### config.mk
export PLATFORM = sky130hd
export DESIGN_NAME = boot_width_seq
export DESIGN_NICKNAME = d
export VERILOG_FILES = /design/src/rtl/boot_seq_pkg.sv /design/src/rtl/boot_bus_reader.sv /design/src/rtl/boot_vec_collect.sv /design/src/rtl/boot_width_seq.sv
export SDC_FILE = /design/constraint.sdc
export NUM_CORES = 1
export LEC_CHECK = 0
export BUFFER_PORTS_ARGS = -buffer_cell sky130_fd_sc_hd__buf_2
export CORE_AREA = 10 10 100 137
export CTS_CLUSTER_DIAMETER = 40
export CTS_CLUSTER_SIZE = 12
export DETAILED_ROUTE_END_ITERATION = 12
export DIE_AREA = 0 0 110 147
export PLACE_DENSITY = 0.58
export SYNTH_ARGS = -nofsm -noshare
export SYNTH_HDL_FRONTEND = slang
export SYNTH_SLANG_ARGS = --single-unit
### constraint.sdc
create_clock -name clk -period 6.45 [get_ports clk]
set_input_delay 1.29 -clock clk [delete_from_list [all_inputs] [get_ports clk]]
set_output_delay 1.29 -clock clk [all_outputs]
set_load 0.01 [all_outputs]
### src/rtl/boot_seq_pkg.sv
package boot_seq_pkg;
  localparam int VEC_W = 32;

  typedef enum logic [2:0] {
    ST_START,
    ST_DUMMY,
    ST_PROBE,
    ST_REREAD,
    ST_FETCH,
    ST_DONE,
    ST_OFF
  } seq_st_t;

  typedef enum logic [1:0] {
    ENG_IDLE,
    ENG_LOW,
    ENG_GAP
  } eng_st_t;
endpackage

### src/rtl/boot_bus_reader.sv
module boot_bus_reader
  import boot_seq_pkg::*;
#(
  parameter int ADDR_W  = 32,
  parameter int DATA_W  = 16,
  parameter int LOW_CYC = 3
) (
  input  logic              clk,
  input  logic              rst,
  input  logic              req,
  input  logic [ADDR_W-1:0] req_addr,
  output logic              ready,
  output logic              ack,
  output logic [DATA_W-1:0] ack_data,
  output logic              bus_cs_n,
  output logic              bus_rd_n,
  output logic [ADDR_W-1:0] bus_addr,
  input  logic [DATA_W-1:0] bus_din
);
  localparam int CW = (LOW_CYC > 1) ? $clog2(LOW_CYC) : 1;
  localparam logic [CW-1:0] LAST_CNT = CW'(LOW_CYC - 1);

  eng_st_t       phase;
  logic [CW-1:0] cnt;

  // A new access may start in the gap clock, giving exactly one idle clock.
  assign ready    = (phase != ENG_LOW);
  assign ack      = (phase == ENG_LOW) && (cnt == LAST_CNT);
  assign ack_data = bus_din;

  always_ff @(posedge clk) begin
    if (rst) begin
      phase    <= ENG_IDLE;
      cnt      <= '0;
      bus_cs_n <= 1'b1;
      bus_rd_n <= 1'b1;
      bus_addr <= '0;
    end else if (ready && req) begin
      phase    <= ENG_LOW;
      cnt      <= '0;
      bus_cs_n <= 1'b0;
      bus_rd_n <= 1'b0;
      bus_addr <= req_addr;
    end else if (ack) begin
      phase    <= ENG_GAP;
      bus_cs_n <= 1'b1;
      bus_rd_n <= 1'b1;
    end else if (phase == ENG_LOW) begin
      cnt <= cnt + 1'b1;
    end else if (phase == ENG_GAP) begin
      phase <= ENG_IDLE;
    end
  end
endmodule

### src/rtl/boot_vec_collect.sv
module boot_vec_collect
  import boot_seq_pkg::*;
#(
  parameter int DATA_W = 16
) (
  input  logic              clk,
  input  logic              rst,
  input  logic              we,
  input  logic              byte_mode,
  input  logic [1:0]        idx,
  input  logic [DATA_W-1:0] din,
  output logic [VEC_W-1:0]  vec
);
  localparam int LANES = VEC_W / 8;

  for (genvar b = 0; b < LANES; b++) begin : g_lane
    logic hit;
    logic [7:0] src;
    // Byte mode: lane b takes D[7:0] on access b.
    // Halfword mode: lanes 2k and 2k+1 take D[7:0] and D[15:8] on access k.
    assign hit = byte_mode ? (idx == 2'(b)) : (idx[0] == 1'(b / 2));
    assign src = byte_mode ? din[7:0] : din[8*(b%2) +: 8];

    always_ff @(posedge clk) begin
      if (rst) vec[8*b +: 8] <= '0;
      else if (we && hit) vec[8*b +: 8] <= src;
    end
  end
endmodule

### src/rtl/boot_width_seq.sv
module boot_width_seq
  import boot_seq_pkg::*;
#(
  parameter int          ADDR_W     = 32,
  parameter int          DATA_W     = 16,
  parameter int          LOW_CYC    = 3,
  parameter logic [31:0] DUMMY_ADDR = 32'h00C0_0000,
  parameter logic [31:0] VEC_ADDR   = 32'h2000_0000
) (
  input  logic              clk,
  input  logic              rst,
  input  logic              boot_strap,
  output logic              bus_cs_n,
  output logic              bus_rd_n,
  output logic [ADDR_W-1:0] bus_addr,
  input  logic [DATA_W-1:0] bus_din,
  output logic              area_en,
  output logic              width8,
  output logic [VEC_W-1:0]  jump_addr,
  output logic              done
);
  seq_st_t           st;
  logic [1:0]        idx;
  logic              wait_q;
  logic              probe_bit;
  logic              run_q;
  logic              req, ready, ack, accept, access_st;
  logic [DATA_W-1:0] ack_data;
  logic [1:0]        last_idx;
  logic [31:0]       step_addr;

  assign access_st = (st == ST_DUMMY) || (st == ST_PROBE) ||
                     (st == ST_REREAD) || (st == ST_FETCH);
  assign req       = access_st && !wait_q;
  assign accept    = req && ready;
  assign last_idx  = (st == ST_REREAD && width8) ? 2'd3 : 2'd1;

  always_comb begin
    unique case (st)
      ST_DUMMY:  step_addr = DUMMY_ADDR + {29'd0, idx, 1'b0};
      ST_PROBE:  step_addr = VEC_ADDR + {29'd0, idx, 1'b0};
      ST_REREAD: step_addr = width8 ? VEC_ADDR + {30'd0, idx}
                                    : VEC_ADDR + {29'd0, idx, 1'b0};
      ST_FETCH:  step_addr = jump_addr + {29'd0, idx, 1'b0};
      default:   step_addr = '0;
    endcase
  end

  always_ff @(posedge clk) begin
    if (rst) begin
      st        <= ST_START;
      run_q     <= ~boot_strap;
      idx       <= '0;
      wait_q    <= 1'b0;
      probe_bit <= 1'b0;
      area_en   <= 1'b0;
      width8    <= 1'b0;
      done      <= 1'b0;
    end else begin
      done <= 1'b0;
      if (accept) wait_q <= 1'b1;
      if (st == ST_START) begin
        if (run_q) begin
          area_en <= 1'b1;
          st      <= ST_DUMMY;
        end else begin
          st <= ST_OFF;
        end
      end else if (access_st && ack) begin
        wait_q <= 1'b0;
        if (st == ST_PROBE && idx == 2'd0) probe_bit <= ack_data[0];
        if (idx == last_idx) begin
          idx <= '0;
          unique case (st)
            ST_DUMMY:  st <= ST_PROBE;
            ST_PROBE: begin
              st     <= ST_REREAD;
              width8 <= probe_bit;
            end
            ST_REREAD: st <= ST_FETCH;
            default: begin
              st   <= ST_DONE;
              done <= 1'b1;
            end
          endcase
        end else begin
          idx <= idx + 1'b1;
        end
      end
    end
  end

  boot_bus_reader #(
    .ADDR_W (ADDR_W),
    .DATA_W (DATA_W),
    .LOW_CYC(LOW_CYC)
  ) u_reader (
    .clk     (clk),
    .rst     (rst),
    .req     (req),
    .req_addr(ADDR_W'(step_addr)),
    .ready   (ready),
    .ack     (ack),
    .ack_data(ack_data),
    .bus_cs_n(bus_cs_n),
    .bus_rd_n(bus_rd_n),
    .bus_addr(bus_addr),
    .bus_din (bus_din)
  );

  boot_vec_collect #(
    .DATA_W(DATA_W)
  ) u_collect (
    .clk      (clk),
    .rst      (rst),
    .we       (ack && st == ST_REREAD),
    .byte_mode(width8),
    .idx      (idx),
    .din      (ack_data),
    .vec      (jump_addr)
  );
endmodule

Yosys cells after proc, flatten, opt, wreduce, memory -nomap -nowiden:

Index checks and enable logic that the tools add are counted.

* $add $sub $neg: 6
* equality and inequality tests: 14
* bitwise operators: 6
* reduce and logical (&&, ||, !) cells: 33
* muxes and demuxes: 24

Operators by type and width (count)
* $pmux W32 S4: 1
* $add A32 B3 Y32: 1
* $add A30 B2 Y31 const A: 1
* $add A30 B3 Y31 const A: 1
* $mux W31: 1
* $add A24 B3 Y25 const A: 1
* $mux W3: 4
* $reduce_and A2 Y1: 6
* $logic_and A1 B1 Y1: 11
* $mux W1: 11
* $mux W2: 5
* $pmux W3 S3: 1
* $eq A2 B2 Y1 const B: 4
* $mux W8: 1
* $reduce_bool A2 Y1: 4
* $eq A3 B2 Y1 const B: 2
* $not A1 Y1: 6
* $add A2 B1 Y2 const B: 2
* $eq A2 B1 Y1 const B: 2
* $reduce_and A4 Y1: 1
* $reduce_or A4 Y1: 1
* $eq A3 B1 Y1 const B: 1
* $eq A3 B3 Y1 const B: 1
* $logic_not A3 Y1: 1
* 11 further kinds: 13

* output and inout port bits: 69
* bits in registers: 80

Depth between registers and ports, before layout:

Gate-level depths: netlist of run 1.

* word-level depth: 9
* mapped depth: 9
* depth with buffers taken out: 7

By module:

From an unflattened synthesis of run 1, not the netlist that was laid out.

* cells, all modules: 563
* area total of the unflattened synthesis: 4573.1 um^2

By module, submodules not included
* boot_bus_reader: cells an instance 187, area each 1561.5 um^2, seq. area each 740.7 um^2, instances 1
* boot_width_seq: cells an instance 220, area each 1534.0 um^2, seq. area each 230.2 um^2, instances 1
* boot_vec_collect: cells an instance 156, area each 1477.7 um^2, seq. area each 640.6 um^2, instances 1

Least setup slack after synthesis of run 1:

OpenSTA, ideal clock, no wires.

* kind: in2reg
* start: in rst
* end: reg u_reader.bus_addr[11]
* setup slack: 4.270 ns
* data arrival time: 2.105 ns
* stages on the path: 5
* setup time: 0.074 ns
* required time: 6.376 ns
* cells stage by stage: clkbuf_1 nor2_1 buf_2 nand2_1 o21ai_0

RTL lines
* from (decl): RTL line boot_width_seq.sv:11 `input logic rst,`
* to (signal assigned): RTL line boot_bus_reader.sv:43 `bus_addr <= req_addr;`
* to (decl): RTL line boot_bus_reader.sv:17 `output logic [ADDR_W-1:0] bus_addr,`

Worst setup path in the final report of run 1:

* start: reg width8
* end: out width8

RTL lines
* from (decl): RTL line boot_width_seq.sv:18 `output logic width8,`
* from (signal assigned): RTL line boot_width_seq.sv:78 `width8 <= probe_bit;`

No word-level cell between the ends.

==> results of run 1 <==
[metrics by stage]
step                setup slack (ns)  instance area [um^2]  power (mW)  hold slack, ns  util (%)
floorplan                       4.27                  3840       0.640           0.460         -
global placement                3.58                  4340       0.682           0.432      38.7
detailed placement              3.51                  4340       0.684           0.439      38.7
CTS                             3.62                  4660        1.22           0.448      41.5
global route                    3.55                  4660        1.26           0.465      41.5
finish                          3.63                  4660        1.21           0.446      41.5
[synth_stat cells, types with 2 or more instances]
| cell | number |
|---|---|
| dfxtp_1 | 79 |
| nor2_1 | 54 |
| nand2_1 | 41 |
| mux2i_1 | 28 |
| o21ai_0 | 25 |
| xnor2_1 | 22 |
| a211oi_1 | 19 |
| nor3_1 | 15 |
| nand3_1 | 13 |
| buf_2 | 12 |
| xor2_1 | 11 |
| clkbuf_1 | 10 |
| nand4_1 | 9 |
| a21oi_1 | 8 |
| inv_1 | 8 |
| o21ai_1 | 8 |
| ha_1 | 7 |
| nor4_2 | 6 |
| and4_1 | 4 |
| nand2b_1 | 4 |
| a31oi_1 | 3 |
| and3_1 | 3 |
| a211o_1 | 2 |
| a21oi_2 | 2 |
| a311oi_1 | 2 |
| and4_4 | 2 |
| buf_4 | 2 |
| buf_6 | 2 |
| nand3_2 | 2 |
| nor2_2 | 2 |
| nor2b_1 | 2 |
| nor4_1 | 2 |
[power by group through the flow]
stage	clock, mW	combinational [mW]	sequential, mW
3_3_place_gp	0	0.133	0.549
5_1_grt	0.574	0.148	0.543
2_1_floorplan	0	0.100	0.540
4_1_cts	0.549	0.136	0.538
6_report	0.539	0.133	0.539
3_5_place_dp	0	0.135	0.549
[path summary, 6_finish.rpt]
check,from,endpoint,slack (ns),cells after the start
setup / recovery,width8,width8,3.63,1
hold / removal,u_reader.bus_addr[16],u_reader.bus_addr[16],0.45,2
hold reg to reg,u_reader.bus_addr[16],u_reader.bus_addr[16],0.45,2
setup reg to reg,idx[0],u_reader.bus_addr[19],3.95,7
[registers in the layout (all words and copies together), names as in the netlist]
register,flops
u_collect.vec,32
area_en,1
wait_q,1
idx,2
u_reader.phase,2
u_reader.bus_addr,32
width8,1
st,3
probe_bit,1
u_reader.bus_cs_n,1
done,1
run_q,1
u_reader.cnt,2
[area by class of cell]
type	count	area (um^2)
Clock buffer	12	246
Clock inverter	3	67.6
Fill cell	1123	6570
Inverter	8	30.0
Multi-Input combinational cell	316	2060
Sequential cell	80	1610
Tap cell	144	180
Timing Repair Buffer	90	458
[cell families (layout without fill, tap and decap cells)]
kind of cell / count (synthesis) / in the layout / synth area share (%)
AND/OR/NAND/NOR: 168 / 168 / 22.9
flip-flops: 80 / 80 / 41.9
AO/OA/AOI/OAI: 79 / 79 / 13.2
buffers and inverters: 35 / 113 / 4.43
XOR/XNOR: 33 / 33 / 7.52
multiplexers: 28 / 28 / 7.29
adder cells (fa/ha/maj): 8 / 8 / 2.80
[routing by layer]
| layer | share of wire (%) | track usage, % | up-vias |
|---|---|---|---|
| met3 | 5.7 | 3.42 | 9 |
| met1 | 40 | 14.7 | 1543 |
| met5 | 0 | 0 | - |
| li1 | - | - | 1669 |
| met4 | 1.2 | 4.50 | 0 |
| met2 | 53 | 23.2 | 59 |
==> impl_results.rst, run 1 <==
.. list-table::
   :header-rows: 1

   * - Metric
     - Value
   * - Run status
     - finished clean
   * - Register share of total power
     - 44.5%
   * - Maximum fanout encountered on the critical timing path
     - 19
   * - Chain of cells forming the critical path
     - buf_2
   * - Worst Tran Pin Value
     - 0.921 ns
   * - Sinks on Clock Net
     - 80
   * - Number of global-route vias before repair
     - 3054
   * - Pwr Density
     - 260 mW/mm^2
   * - Later-pin clock latency in the skew report
     - 0.33 ns
   * - Most area-hungry cell type in the Yosys netlist
     - dfxtp_1
   * - Final count of negative-setup-slack endpoints
     - 0
   * - Arr. time, crit path
     - 1.53 ns
   * - Most common cell after layout, fill and taps aside
     - buf_2
   * - Synthesized cell area
     - 0.00384 mm^2
   * - I/O pin total
     - 88
   * - Leak Pwr
     - 1.75 nW
   * - Cell at the root of the clock tree
     - clkbuf_16
   * - Layout-stage area growth over the synthesis result
     - 21.1%
   * - Number of buffers inserted during clock tree synthesis
     - 9
   * - Number of warnings issued by yosys
     - 0
   * - Antenna diode count
     - 0
   * - Crit path launch type
     - register
   * - Area contributors post-synth
     - dfxtp_1, mux2i_1, nor2_1
   * - Final count of hold timing violations
     - 0
   * - Reported net switching power
     - 298 uW
   * - Crit end category
     - output port
   * - Count of cells resized by post-cts repair
     - 0
   * - Drt pass-1 iters
     - 4
   * - Maximum single-stage delay on the critical path
     - 0.92 ns
   * - Global-route wire length before repair
     - 16.8 mm
   * - Max stage delay cell, worst path
     - dfxtp_1
   * - Via total after detailed routing
     - 3280
   * - Final period util
     - 43.7%
   * - Worst Clk Skew
     - 0.00764 ns
   * - Maximum number of pins on one net before global-route repair
     - 58
   * - CP Buf/Inv Count
     - 1
   * - Part of the power in combinational logic
     - 11.0%
   * - Hold Crit Class
     - reg2reg
   * - Register area share after synthesis
     - 41.9%
   * - Core area
     - 0.0112 mm^2
   * - Achievable clock frequency
     - 355 MHz
   * - Clock-pin slew of the registers on the worst-case setup and hold paths
     - 0.06 ns
   * - Horizontal die dimension
     - 110 um
   * - CTS Buffer Depth
     - 2
   * - Detailed-route wire length per cell
     - 16.5 um
   * - Req. time, crit path
     - 5.16 ns
   * - Final-report max-slew violation count
     - 0
   * - Drt initial violations
     - 162
   * - Count of flip-flops with a built-in enable after synthesis
     - 1
   * - Instance count after placement with tap cells included
     - 638
   * - Seq cells post-synth
     - 80
   * - DRC violation count after routing
     - 0
   * - Post-Synthesis Net Count
     - 458
   * - Part of the total power dissipated in the clock network
     - 44.5%
   * - Slew headroom
     - 38.5%
   * - Fraction of final layout cells with drive strength greater than 1
     - 23.8%
   * - Unique masters post-synth
     - 54
   * - Detailed-route wire length
     - 10.8 mm
   * - Chip Height
     - 147 um
   * - Final Non-Filler Cells
     - 653
   * - Count of max-cap constraint violations
     - 0
   * - Quantity of hold-fixing buffers added after cts
     - 0
   * - IR Drop Worst-Case VDD
     - 164 uV
   * - Setup repair after global routing missed its margin
     - false
   * - Leading register cell type out of synthesis
     - dfxtp_1
   * - Count of antenna-violating nets left after detailed routing
     - 0
   * - Internal cell power
     - 913 uW
   * - Final HPWL DP
     - 8.37 mm
   * - Number of antenna violations at the first check in global routing
     - 0
   * - Switching Share
     - 24.6%
   * - Global-route usage over all layers
     - 13.2%
   * - Buffers added on ports
     - 87
   * - Via density per instance
     - 5.02
   * - Proportion of netlist area held by the largest area contributor
     - 41.1%
   * - Gate Count Post-Synth
     - 431
   * - Category of the most critical setup path
     - reg2out
   * - Mean Syn Cell Area
     - 8.92 um^2
   * - Post-synth ARST share
     - 0%
   * - Final setup TNS
     - 0 ns
   * - Final period demand of the worst path
     - 2.82 ns
   * - Dominant delay contributor by cell family on the critical path
     - flip-flops
   * - Count of buffers added by post-CTS timing repair for setup
     - 0
   * - Area of the die
     - 0.0162 mm^2
   * - Number of levels in the clock H-tree
     - 3
   * - Initial cell density of the core
     - 34.2%
   * - Global-route congestion overflow total
     - 0
   * - Highest-count cells in the layout ignoring fill and taps
     - buf_2, dfxtp_1, nor2_1
   * - # rows
     - 46
   * - Final nets
     - 532
   * - Global placement routability congestion
     - 0.808
   * - TritonCTS clock tree
     - built
Note: power is estimated with default switching activity, not from simulation.
==> run 2: changes to the inputs <==
Clock period 6.45 ns to 2.79 ns, I/O delays scaled along.
==> run 2 against run 1 <==
Effect of this change: sequential power up 130%; clock skew down 0.0013 ns; worst setup slack worse by 3.0 ns; highest routed layer unchanged.
==> impl_results.rst, run 2 (synthesis gave the netlist of run 1 again) <==
.. list-table::
   :header-rows: 1

   * - Metric
     - Value
   * - Highest-count cells in the layout ignoring fill and taps
     - buf_2, dfxtp_1, nor2_1 (unchanged)
   * - Detailed-route wire length per cell
     - 17.1 um (was 16.5 um)
   * - Crit end category
     - register (was output port)
   * - Dominant delay contributor by cell family on the critical path
     - simple AND/OR/NAND/NOR gates (was flip-flops)
   * - Maximum fanout encountered on the critical timing path
     - 26 (was 19)
   * - Number of buffers inserted during clock tree synthesis
     - 9 (unchanged)
   * - Drt initial violations
     - 125 (was 162)
   * - Setup repair after global routing missed its margin
     - false (unchanged)
   * - Achievable clock frequency
     - 459 MHz
   * - Sinks on Clock Net
     - 80 (unchanged)
   * - IR Drop Worst-Case VDD
     - 313 uV (was 164 uV)
   * - Final HPWL DP
     - 8.77 mm (was 8.37 mm)
   * - Final period demand of the worst path
     - 2.18 ns
   * - Chain of cells forming the critical path
     - inv_1 -> nor4_1 -> nand2_1 -> o21ai_0 (was buf_2)
   * - Setup WS post-layout
     - 0.610 ns (was 3.63 ns)
   * - Req. time, crit path
     - 3.04 ns (was 5.16 ns)
   * - CP Buf/Inv Count
     - 1 (unchanged)
   * - Quantity of hold-fixing buffers added after cts
     - 0 (unchanged)
   * - Maximum number of pins on one net before global-route repair
     - 56 (was 58)
   * - Final setup TNS
     - 0 ns (unchanged)
   * - Number of global-route vias before repair
     - 3250 (was 3054)
   * - Layout-stage area growth over the synthesis result
     - 21.9% (was 21.1%)
   * - Post-place setup slack
     - 0.649 ns (was 3.51 ns)
   * - Worst hold-check slack
     - 0.440 ns (was 0.446 ns)
   * - Instance count after placement with tap cells included
     - 641 (was 638)
   * - Hold Crit Class
     - reg2reg (unchanged)
   * - TritonCTS clock tree
     - built (unchanged)
   * - Run status
     - finished clean (unchanged)
   * - Fraction of final layout cells with drive strength greater than 1
     - 24.6% (was 23.8%)
   * - Detailed-route wire length
     - 11.2 mm (was 10.8 mm)
   * - # rows
     - 46 (unchanged)
   * - Core area
     - 0.0112 mm^2 (unchanged)
   * - Via total after detailed routing
     - 3343 (was 3280)
   * - Most common cell after layout, fill and taps aside
     - buf_2 (unchanged)
   * - Maximum single-stage delay on the critical path
     - 0.67 ns (was 0.92 ns)
   * - Global-route wire length before repair
     - 17.6 mm (was 16.8 mm)
   * - Largest regs
     - u_collect.vec x32, u_reader.bus_addr x32, st x3 (unchanged)
   * - Later-pin clock latency in the skew report
     - 0.34 ns (was 0.33 ns)
   * - Final count of hold timing violations
     - 0 (unchanged)
   * - Drt pass-1 iters
     - 5 (was 4)
   * - Fillers
     - 1170 (was 1123)
   * - Pwr Density
     - 605 mW/mm^2 (was 260 mW/mm^2)
   * - Chip Height
     - 147 um (unchanged)
   * - Horizontal die dimension
     - 110 um (unchanged)
   * - Area of the die
     - 0.0162 mm^2 (unchanged)
   * - Clock-pin slew of the registers on the worst-case setup and hold paths
     - 0.06 ns (about the same)
   * - Buffers added on ports
     - 87 (unchanged)
   * - Cell at the root of the clock tree
     - clkbuf_16 (unchanged)
   * - Number of antenna violations at the first check in global routing
     - 0 (unchanged)
   * - Final period util
     - 78.1%
   * - I/O pin total
     - 88 (unchanged)
   * - Worst Tran Pin Value
     - 0.786 ns (was 0.921 ns)
   * - Slew headroom
     - 47.5% (was 38.5%)
   * - DRC violation count after routing
     - 0 (unchanged)
   * - Crit path launch type
     - register (unchanged)
   * - CTS Buffer Depth
     - 2 (unchanged)
   * - Final-report max-slew violation count
     - 0 (unchanged)
   * - Global-route usage over all layers
     - 13.8% (was 13.2%)
   * - Final count of negative-setup-slack endpoints
     - 0 (unchanged)
   * - Global placement routability congestion
     - 0.816 (was 0.808)
   * - Number of levels in the clock H-tree
     - 3 (unchanged)
   * - Leak Pwr
     - 1.77 nW (was 1.75 nW)
   * - Global-route congestion overflow total
     - 0 (unchanged)
   * - Max stage delay cell, worst path
     - dfxtp_1 (unchanged)
   * - Count of buffers added by post-CTS timing repair for setup
     - 0 (unchanged)
   * - Count of cells resized by post-cts repair
     - 0 (unchanged)
   * - Initial cell density of the core
     - 34.2% (unchanged)
   * - Via density per instance
     - 5.09 (was 5.02)
   * - Final nets
     - 535 (was 532)
   * - Worst Clk Skew
     - 0.00630 ns (was 0.00764 ns)
   * - Count of max-cap constraint violations
     - 0 (unchanged)
   * - Category of the most critical setup path
     - reg2reg (was reg2out)
   * - Final Non-Filler Cells
     - 657 (was 653)
   * - Arr. time, crit path
     - 2.43 ns (was 1.53 ns)
   * - Count of antenna-violating nets left after detailed routing
     - 0 (unchanged)
   * - Antenna diode count
     - 0 (unchanged)
==> run 2: cell count changes in the layout (fill, tap and decap cells not counted) <==
cell	delta
buf_4	+3
clkbuf_1	-1
clkbuf_8	-1
clkinv_4	+3
==> run 2: power breakdown <==
group | internal, mW | switching [mW] | total [mW]
Clock | 0.788 | 0.481 | 1.27
Combinational | 0.126 | 0.202 | 0.328
Sequential | 1.19 | 0.0521 | 1.24
==> run 2: worst min-delay path, stage by stage, from the launching register on <==
cell and delay [ns]:
dfxtp_1 0.31, nand2_1 0.05, o21ai_1 0.05
==> run 2: area by class of cell <==
class	count	area, um^2	area share, %
multi-input cells	316	2060	44.0
clock inverters	6	93.8	2.00
clock buffers	10	229	4.89
well taps	144	180	3.84
flip-flops and latches	80	1610	34.4
repair buffers	93	480	10.3
inverters	8	30.0	0.641
==> run 2: path summary, 6_finish.rpt <==
| kind | start | slack, ns | endpoint | cells after the start |
|---|---|---|---|---|
| setup / recovery | st[2] | 0.61 | u_reader.bus_addr[17] | 4 |
| hold / removal | u_reader.bus_addr[10] | 0.44 | u_reader.bus_addr[10] | 2 |
| setup reg to reg | st[2] | 0.61 | u_reader.bus_addr[17] | 4 |
| hold reg to reg | u_reader.bus_addr[10] | 0.44 | u_reader.bus_addr[10] | 2 |
==> run 2: per-layer routing <==
layer | routed length, um | vias to the layer above | part of all wire [%] | track usage, %
met4 | 228 | 0 | 2.0 | 4.90
met1 | 4300 | 1581 | 38 | 14.7
li1 | - | 1679 | - | -
met3 | 692 | 13 | 6.2 | 3.90
met5 | 0 | - | 0 | 0
met2 | 5990 | 70 | 53 | 24.8
==> run 2: per-stage QoR <==
stage	util [%]	area, um^2	total power [mW]
CTS	41.8	4690	2.86
finish	41.8	4690	2.84
global placement	38.9	4360	1.58
global route	41.8	4690	2.96
floorplan	-	3840	1.48
detailed placement	38.9	4360	1.59
